**src/rtl/irqseq_pkg.sv**
```systemverilog
package irqseq_pkg;

  typedef enum logic [2:0] {
    ST_IDLE    = 3'd0,
    ST_PUSH_HI = 3'd1,
    ST_PUSH_LO = 3'd2,
    ST_VEC_LO  = 3'd3,
    ST_VEC_HI  = 3'd4,
    ST_LOAD    = 3'd5
  } seq_state_t;

  // Return address, stepping past a halt when the core is halted.
  function automatic logic [15:0] resume_pc(input logic [15:0] pc, input logic halted);
    return pc + {15'd0, halted};
  endfunction

  // Restart code bits [5:3] pick one of eight slots spaced 8 bytes apart.
  function automatic logic [15:0] restart_target(input logic [7:0] code);
    return {10'd0, code[5:3], 3'd0};
  endfunction

  // Table entry address: page register high, data byte low.
  function automatic logic [15:0] table_addr(input logic [7:0] page, input logic [7:0] code);
    return {page, code};
  endfunction

endpackage

```
**src/rtl/irqseq_req_latch.sv**
```systemverilog
module irqseq_req_latch #(
  parameter int CODE_W = 8
) (
  input  logic              clk,
  input  logic              rst_n,
  input  logic              set,
  input  logic [CODE_W-1:0] set_code,
  input  logic              clr,
  output logic              pend,
  output logic [CODE_W-1:0] code
);

  always_ff @(posedge clk or negedge rst_n) begin
    if (!rst_n) begin
      pend <= 1'b0;
      code <= '0;
    end else if (set) begin
      pend <= 1'b1;
      code <= set_code;
    end else if (clr) begin
      pend <= 1'b0;
    end
  end

  // a new request always survives a same-cycle clear
  assert_set_wins_R10: assert property (@(posedge clk) disable iff (!rst_n)
    set |=> pend);

  assert_clear_R10: assert property (@(posedge clk) disable iff (!rst_n)
    (clr && !set) |=> !pend);

endmodule

```
**src/rtl/irqseq_target.sv**
```systemverilog
module irqseq_target #(
  parameter logic [15:0] NMI_ADDR = 16'h0066,
  parameter logic [15:0] FIX_ADDR = 16'h0038
) (
  input  logic        is_nmi,
  input  logic [1:0]  mode,
  input  logic [7:0]  code,
  output logic [15:0] target,
  output logic        need_table
);
  import irqseq_pkg::*;

  always_comb begin
    need_table = 1'b0;
    if (is_nmi) begin
      target = NMI_ADDR;
    end else if (mode[1]) begin
      target     = 16'h0000;
      need_table = 1'b1;
    end else if (mode[0]) begin
      target = FIX_ADDR;
    end else begin
      target = restart_target(code);
    end
  end

endmodule

```
**src/rtl/irq_vector_seq.sv**
```systemverilog
module irq_vector_seq #(
  parameter logic [15:0] NMI_ADDR   = 16'h0066,
  parameter logic [15:0] FIX_ADDR   = 16'h0038,
  parameter bit          AUTO_CLEAR = 1'b1
) (
  input  logic        clk,
  input  logic        rst_n,
  input  logic        nmi_req,
  input  logic        irq_req,
  input  logic [7:0]  irq_data,
  input  logic [1:0]  im_mode,
  input  logic        iff1_i,
  input  logic        iff2_i,
  input  logic        halt_i,
  input  logic [7:0]  ireg,
  input  logic [15:0] pc_i,
  input  logic [15:0] sp_i,
  input  logic        mem_ready,
  input  logic [7:0]  mem_rdata,
  output logic        mem_req,
  output logic        mem_we,
  output logic [15:0] mem_addr,
  output logic [7:0]  mem_wdata,
  output logic        iff_wr,
  output logic        iff1_nxt,
  output logic        iff2_nxt,
  output logic        ei_cancel,
  output logic        halt_clr,
  output logic        busy,
  output logic        pc_load,
  output logic [15:0] pc_new,
  output logic [15:0] sp_new,
  output logic        irq_pending
);
  import irqseq_pkg::*;

  seq_state_t  state;
  logic        nmi_pend;
  logic        nmi_unused;
  logic [7:0]  irq_code;
  logic        take_nmi, take_irq, accept;
  logic [15:0] tgt_c;
  logic        tbl_c;
  logic        nmi_s, tbl_s;
  logic [1:0]  mode_s;
  logic [15:0] tgt_s, ret_s, sp_s, vaddr_s;

  // request latches
  irqseq_req_latch #(.CODE_W(1)) u_nmi_latch (
    .clk(clk), .rst_n(rst_n), .set(nmi_req), .set_code(1'b1),
    .clr(take_nmi), .pend(nmi_pend), .code(nmi_unused)
  );

  irqseq_req_latch #(.CODE_W(8)) u_irq_latch (
    .clk(clk), .rst_n(rst_n), .set(irq_req), .set_code(irq_data),
    .clr(take_irq && AUTO_CLEAR), .pend(irq_pending), .code(irq_code)
  );

  // acceptance decision: non-maskable first, maskable gated by iff1
  assign take_nmi = (state == ST_IDLE) && nmi_pend;
  assign take_irq = (state == ST_IDLE) && !nmi_pend && irq_pending && iff1_i;
  assign accept   = take_nmi || take_irq;

  irqseq_target #(.NMI_ADDR(NMI_ADDR), .FIX_ADDR(FIX_ADDR)) u_target (
    .is_nmi(nmi_pend), .mode(im_mode), .code(irq_code),
    .target(tgt_c), .need_table(tbl_c)
  );

  // flag updates handed back to the core in the acceptance cycle
  assign iff_wr    = accept;
  assign iff1_nxt  = 1'b0;
  assign iff2_nxt  = take_nmi ? iff2_i : 1'b0;
  assign ei_cancel = take_irq;
  assign halt_clr  = accept && halt_i;

  always_ff @(posedge clk or negedge rst_n) begin
    if (!rst_n) begin
      state   <= ST_IDLE;
      nmi_s   <= 1'b0;
      tbl_s   <= 1'b0;
      mode_s  <= 2'b00;
      tgt_s   <= 16'h0000;
      ret_s   <= 16'h0000;
      sp_s    <= 16'h0000;
      vaddr_s <= 16'h0000;
    end else begin
      unique case (state)
        ST_IDLE: if (accept) begin
          nmi_s   <= take_nmi;
          tbl_s   <= tbl_c;
          mode_s  <= im_mode;
          tgt_s   <= tgt_c;
          ret_s   <= resume_pc(pc_i, halt_i);
          sp_s    <= sp_i;
          vaddr_s <= table_addr(ireg, irq_code);
          state   <= ST_PUSH_HI;
        end
        ST_PUSH_HI: if (mem_ready) state <= ST_PUSH_LO;
        ST_PUSH_LO: if (mem_ready) state <= tbl_s ? ST_VEC_LO : ST_LOAD;
        ST_VEC_LO: if (mem_ready) begin
          tgt_s[7:0] <= mem_rdata;
          state      <= ST_VEC_HI;
        end
        ST_VEC_HI: if (mem_ready) begin
          tgt_s[15:8] <= mem_rdata;
          state       <= ST_LOAD;
        end
        ST_LOAD: state <= ST_IDLE;
        default: state <= ST_IDLE;
      endcase
    end
  end

  // bus drive per step
  always_comb begin
    mem_req   = 1'b0;
    mem_we    = 1'b0;
    mem_addr  = 16'h0000;
    mem_wdata = 8'h00;
    unique case (state)
      ST_PUSH_HI: begin
        mem_req = 1'b1; mem_we = 1'b1;
        mem_addr = sp_s - 16'd1; mem_wdata = ret_s[15:8];
      end
      ST_PUSH_LO: begin
        mem_req = 1'b1; mem_we = 1'b1;
        mem_addr = sp_s - 16'd2; mem_wdata = ret_s[7:0];
      end
      ST_VEC_LO: begin
        mem_req = 1'b1; mem_addr = vaddr_s;
      end
      ST_VEC_HI: begin
        mem_req = 1'b1; mem_addr = vaddr_s + 16'd1;
      end
      default: ;
    endcase
  end

  assign busy    = (state != ST_IDLE);
  assign pc_load = (state == ST_LOAD);
  assign pc_new  = tgt_s;
  assign sp_new  = sp_s - 16'd2;

  // no maskable entry while disabled and no non-maskable pending
  assert_mask_gate_R2: assert property (@(posedge clk) disable iff (!rst_n)
    (state == ST_IDLE && !nmi_pend && !iff1_i) |=> !busy);

  // the first bus operation of a sequence is a write
  assert_push_first_R3: assert property (@(posedge clk) disable iff (!rst_n)
    $rose(busy) |-> (mem_req && mem_we));

  // non-maskable service lands on its fixed address
  assert_nmi_target_R5: assert property (@(posedge clk) disable iff (!rst_n)
    (pc_load && nmi_s) |-> (pc_new == NMI_ADDR));

  // fixed mode ignores the data byte
  assert_fixed_target_R8: assert property (@(posedge clk) disable iff (!rst_n)
    (pc_load && !nmi_s && mode_s == 2'b01) |-> (pc_new == FIX_ADDR));

  // a stalled access keeps its address and direction
  assert_hold_R11: assert property (@(posedge clk) disable iff (!rst_n)
    (mem_req && !mem_ready) |=> (mem_req && $stable(mem_addr) && $stable(mem_we)));

  // busy drops right after the load strobe and not before
  assert_busy_end_R12: assert property (@(posedge clk) disable iff (!rst_n)
    pc_load |=> !busy);

  assert_busy_hold_R12: assert property (@(posedge clk) disable iff (!rst_n)
    (busy && !pc_load) |=> busy);

endmodule

```
**config.mk**
```make
export PLATFORM = sky130hd
export DESIGN_NAME = irq_vector_seq
export DESIGN_NICKNAME = d
export VERILOG_FILES = /design/src/rtl/irqseq_pkg.sv /design/src/rtl/irqseq_req_latch.sv /design/src/rtl/irqseq_target.sv /design/src/rtl/irq_vector_seq.sv
export SDC_FILE = /design/constraint.sdc
export NUM_CORES = 1
export LEC_CHECK = 0
export BUFFER_PORTS_ARGS = -buffer_cell sky130_fd_sc_hd__buf_2
export CORE_MARGIN = 10
export CORE_UTILIZATION = 53
export DETAILED_ROUTE_END_ITERATION = 16
export GPL_TIMING_DRIVEN = 0
export PLACE_DENSITY_LB_ADDON = 0.3
export SLEW_MARGIN = 10
export SYNTH_ARGS = -nofsm -noshare
export SYNTH_HDL_FRONTEND = slang
export SYNTH_SLANG_ARGS = --single-unit
```
**constraint.sdc**
```tcl
create_clock -name clk -period 2.6 [get_ports clk]
set_input_delay 0.39 -clock clk [delete_from_list [all_inputs] [get_ports clk]]
set_output_delay 0.39 -clock clk [all_outputs]
set_load 0.01 [all_outputs]
```
# [Word-level counts from Yosys, hierarchy flattened]
# Cells that the tools add are included.
[op_classes] addsub=4 n_eq_ne=10 mux=25 reduce_logical=19
[ops] cell="case mux 16 bit (4 select lines)" count=1
[ops] cell="two-way mux 16 bit" count=3
[ops] cell="case mux 8 bit (2 select lines)" count=3
[ops] cell="two-way mux 3 bit" count=6
[ops] cell="adder 16 x 1 -> 16 bit" count=1
[ops] cell="adder 16 x 1 -> 16 bit, second input constant" count=1
[ops] cell="subtractor 16 x 1 -> 16 bit, second input constant" count=1
[ops] cell="subtractor 16 x 2 -> 16 bit, second input constant" count=1
[ops] cell="case mux 3 bit (5 select lines)" count=1
[ops] cell="inequality test 2 bit, second input constant" count=5
[ops] cell="two-way mux 1 bit" count=9
[ops] cell="two-way mux 8 bit" count=1
[ops] cell="nonzero test 2 bit" count=4
[ops] cell="== test 3 x 2 -> 1 bit, second input constant" count=2
[ops] cell="== test 3 bit, second input constant" count=2
[ops] cell="two-way mux 6 bit" count=1
[ops] cell="AND reduction 3 bit" count=2
[ops] cell="logical AND 1 bit" count=5
[ops] cell="AND reduction 5 bit" count=1
[ops] cell="OR reduction 4 bit" count=1
[ops] cell="== test 3 x 1 -> 1 bit, second input constant" count=1
[ops] cell="logical NOT 3 bit" count=1
[ops] cell="nonzero test 3 bit" count=1
[ops] cell="AND reduction 2 bit" count=1
[ops] cell="other kinds (3)" count=3
[totals] register_bits=78 input_bits=66 output_inout_bits=66 wordCells=68

# [Logic depth before layout (Yosys ltp)]
[logic_depth] word_depth=7 mapped_depth=8 depth_no_buf=7

# [By module]
# A second synthesis with hierarchy kept.
[hier_totals] cells_unflattened=629 hier_area_um2=5256.3
[by_module_without_submodules] mod="irq_vector_seq" n_inst=1 cells_per_inst=583 area_per_inst_um2=4670.7 seq_area_each_um2=1701.6
[by_module_without_submodules] mod="irqseq_req_latch (u_irq_latch)" n_inst=1 cells_per_inst=20 area_per_inst_um2=369.1 seq_area_each_um2=225.2
[by_module_without_submodules] mod="irqseq_target" n_inst=1 cells_per_inst=21 area_per_inst_um2=138.9 seq_area_each_um2=0.0
[by_module_without_submodules] mod="irqseq_req_latch (u_nmi_latch)" n_inst=1 cells_per_inst=5 area_per_inst_um2=77.6 seq_area_each_um2=50.0

# [Least setup slack after synthesis]
# OpenSTA, ideal clock, no wires.
[synth_timing] kind="register -> output" start="register sp_s[1]" end="output mem_addr[13]" t_arrival_ns=1.857 required_ns=2.210 slack_ns=0.353 stages_incl_launch_ff=8 n_path_buf=0 path_cell_list="dfrtp_1 -> inv_1 -> ha_1 -> nor3b_2 -> nand4_1 -> xnor2_1 -> nand2_1 -> o211ai_1"
[synth_via] elab_chain_len=2 elab_cells_between_ends=3 classes_between="add/sub: 2; mux: 1"
[synth_lines] element="from (decl)" line="irq_vector_seq.sv:46" text="logic [15:0] tgt_s, ret_s, sp_s, vaddr_s;"
[synth_lines] element="from (signal assigned)" line="irq_vector_seq.sv:94" text="sp_s <= sp_i;"
[synth_lines] element="subtractor 16 x 2 -> 16 bit"
[synth_lines] element="via sp_new[13]" line="irq_vector_seq.sv:32" text="output logic [15:0] sp_new,"
[synth_lines] element="case mux 16 bit (4 select lines)" line="irq_vector_seq.sv:120" text="unique case (state)"
[synth_lines] element="to (decl)" line="irq_vector_seq.sv:22" text="output logic [15:0] mem_addr,"
# The timed path passes the listed nets, and every way through them passes these cells.

# [Final worst setup path]
[layout_timing] start="register sp_s[9]" end="output mem_addr[14]"
[layout_via] elab_chain_len=2 elab_cells_between_ends=3 classes_between="add/sub: 2; mux: 1"
[layout_lines] element="subtractor 16 x 2 -> 16 bit / subtractor 16 x 1 -> 16 bit (equally long branches)" line="irq_vector_seq.sv:127, irq_vector_seq.sv:123"
[layout_lines] element="case mux 16 bit (4 select lines) (*)" line="irq_vector_seq.sv:120"
# Mark *: on every way between the ends. The rest lies on a longest branch, timed or not.

==> flow_summary_export.csv <==
group,metric,value,unit
status,status,"complete, but fails checks",
status,violations,"negative setup slack",
synthesis,syn_avg_cell_area,9.41,sq um
sta,tightest_slew,0.523,ns
floorplanning,core_area,0.00876,sq mm
synthesis,yosys-top-cells-count,"78 x dfrtp_1, 43 x nor2_1, 40 x mux2_2",
finish,diodes,0,
synthesis,syn_inst,511,
synthesis,netlist_top_cells_area,"dfrtp_1 41%, mux2_2 9.4%, xnor2_1 3.8%",
sta,hold_violations,0,
critical_path,crit_required,2.21,ns
synthesis,synth-edff-count,0,
synthesis,synth_nets,583,
pwr,powerDensity,1340,mW/mm^2
floorplanning,io_pins,132,
critical_path,worstSetupStartpointType,"flip-flop",
flow_run,maxCapViolCount,0,
synthesis,synthFlopType,"dfrtp_1",
routing,drt_iter0_drc,379,
routing,ant_nets,0,
routing,vias,4635,
grt,grt_pass1_vias,4720,
grt,grt_max_degree,41,
sta,post-route-period-util,101,%
sta,min_period,2.63,ns
synthesis,syn_area,0.00481,sq mm
finish,final_nets,739,
synthesis,synth-seq-cells,78,
floorplanning,num_rows,34,
sta,setup_viol,5,
synthesis,async_reset_ff_share,100,%
floorplanning,fp.dieW,115,um
grt,grt_pass1_wl,23.3,mm
finish,fillers,671,
synthesis,synth_cell_types,61,
place,portBuffers,129,
floorplanning,die_area,0.0133,sq mm
pwr,leakagePower,2.74,nW
routing,detail_route.wl_per_cell,19.1,um
critical_path,cp-end-kind,"output pin",
sta,worst_slack,-0.0328,ns
clocking,cts.path.max_buffers,2,
grt,track_usage,21.5,%
sta,finClkSkew,0.00649,ns
clocking,cts.htree.levels,3,
sta,rsz0062_at_grt,"true",
finish,areaGrowthSynthToFinish,28.3,%
finish,drive_gt1_share,42.9,%
clocking,cts_sinks,78,
sta,whs,0.0126,ns
clocking,clock_latency,0.35,ns
clocking,cts_tree,"yes",
floorplanning,start_util,54.9,%
critical_path,worstPathArrival,2.24,ns
routing,vias_per_cell,5.94,
routing,drc_errors,0,
critical_path,worstPathMaxFanout,5,
sta,fmax,380,MHz
synthesis,synth-seq-area-share,40.6,%
synthesis,yosysMostFrequentCell,"dfrtp_1",
synthesis,yosysWarnings,0,
finish,regArea,0.00197,sq mm
clocking,cts_root_buffer,"clkbuf_8",
grt,antenna_found_initial,0,
critical_path,critPathKind,"reg -> out",
clocking,cts_made_buffers,9,
synthesis,yosysTopAreaCell,"dfrtp_1",
routing,firstDrtPassIters,5,
place,gp_congestion,0.930,
finish,multi_input_comb_area,0.00278,sq mm
clocking,clkTransAtPathRegs,0.08,ns
place,place_ws,-0.0717,ns
grt,grt_overflow,0,
sta,slew_headroom,65.2,%
finish,utilization,70.4,%
worst_hold_path,hold_class,"in -> async",
place,dp_hpwl,11.0,mm
pwr,ir_drop,688,uV
critical_path,r2r_slack,0.70,ns
floorplanning,chipHeight,115,um
synthesis,synth_top_area_share,40.6,%
routing,finalWirelength,14.9,mm
sta,drv_slew,0,
==> flip-flops by register name, indices dropped and copies added, names as in the netlist <==
signal / cells
vaddr_s: 16
ret_s: 16
sp_s: 16
tbl_s: 1
u_nmi_latch.pend: 1
u_irq_latch.code: 8
u_irq_latch.pend: 1
state: 3
pc_new: 16
==> power breakdown <==
part	leakage [nW]	switching (mW)	internal (mW)	total, mW
sequential	0.914	0.522	1.77	2.29
clock	0.0841	0.447	0.345	0.793
combinational	1.75	2.89	2.30	5.19
==> placed cells by master, fill, tap and decap left out, types with 5 or more instances in the layout <==
cell / count
o21ai_0: 34
inv_1: 22
o211ai_1: 7
nand3_1: 25
clkbuf_1: 8
nand4_1: 5
a21oi_1: 26
a31oi_1: 5
clkbuf_8: 9
a22oi_1: 5
buf_4: 22
buf_6: 6
dfrtp_1: 66
mux2i_1: 5
nand2_1: 34
xor2_1: 15
buf_2: 139
xnor2_1: 20
o22ai_1: 7
nor2_1: 39
dfrtp_2: 12
o21ai_1: 6
a22o_1: 8
mux2_2: 40
==> final cells by class <==
cell class,instances,share of cell area (%)
plain buffers,31,3.65
repair buffers,148,13.1
multi-input cells,373,45.0
clock inverters,4,0.385
clock buffers,12,2.19
inverters,26,1.62
flip-flops and latches,78,31.9
well taps,108,2.19
==> worst paths after layout <==
check                                    start                  end  depth (start not counted)
max                                    sp_s[9]         mem_addr[14]                          6
min                                      rst_n  u_irq_latch.code[1]                          1
max reg2reg                           state[0]           vaddr_s[5]                          6
min reg2reg                u_irq_latch.code[2]  u_irq_latch.code[2]                          1
max in group asynchronous                rst_n           vaddr_s[3]                          2
min in group clk                       nmi_req     u_nmi_latch.pend                          2
==> cell families after synthesis <==
family	after synthesis	share of synthesized area, %
and+or+nand+nor	164	18.4
AOI/OAI and AO/OA	121	15.9
DFF	78	40.6
buffers and inverters	60	6.56
muxes	45	10.4
xor gates and xnor gates	36	6.56
adders and majority gates	6	1.56
other	1	0.0780
==> stage by stage <==
stage / area (sq um) / instances / TNS, ns / power (mW)
finish: 6170 / 780 / -0.0826 / 8.28
detailed placement: 5610 / 749 / -0.0761 / 6.87
global placement: 5590 / 748 / -0.0351 / 6.74
floorplan: 4810 / 511 / 0 / 5.25
CTS: 6030 / 776 / -0.0550 / 8.04
global route: 6170 / 780 / -0.495 / 8.81
==> timing repair <==
item / in CTS / in global routing
pin swaps: 10 / 11
setup endpoints to repair: 19 / 15
hold buffers: 0 / 0
setup buffers: 12 / 6
hold endpoints to repair: 0 / 0
gates resized for setup: 44 / 30
==> routing by layer <==
| layer | track usage (%) | up-vias | routed length [um] |
|---|---|---|---|
| li1 | - | 2136 | - |
| met1 | 26.5 | 2199 | 6020 |
| met2 | 35.5 | 245 | 7160 |
| met3 | 5.47 | 55 | 1170 |
| met4 | 8.09 | 0 | 540 |
| met5 | 0 | - | 0 |
==> critical path: stages (launching register included) <==
cell and delay [ns]:
dfrtp_2 0.42, or4_4 0.59, nor3_4 0.18, nand2_2 0.07, or3b_1 0.36, o2111ai_1 0.10
buf_2 0.18
Note: power is estimated with default switching activity, not from simulation.
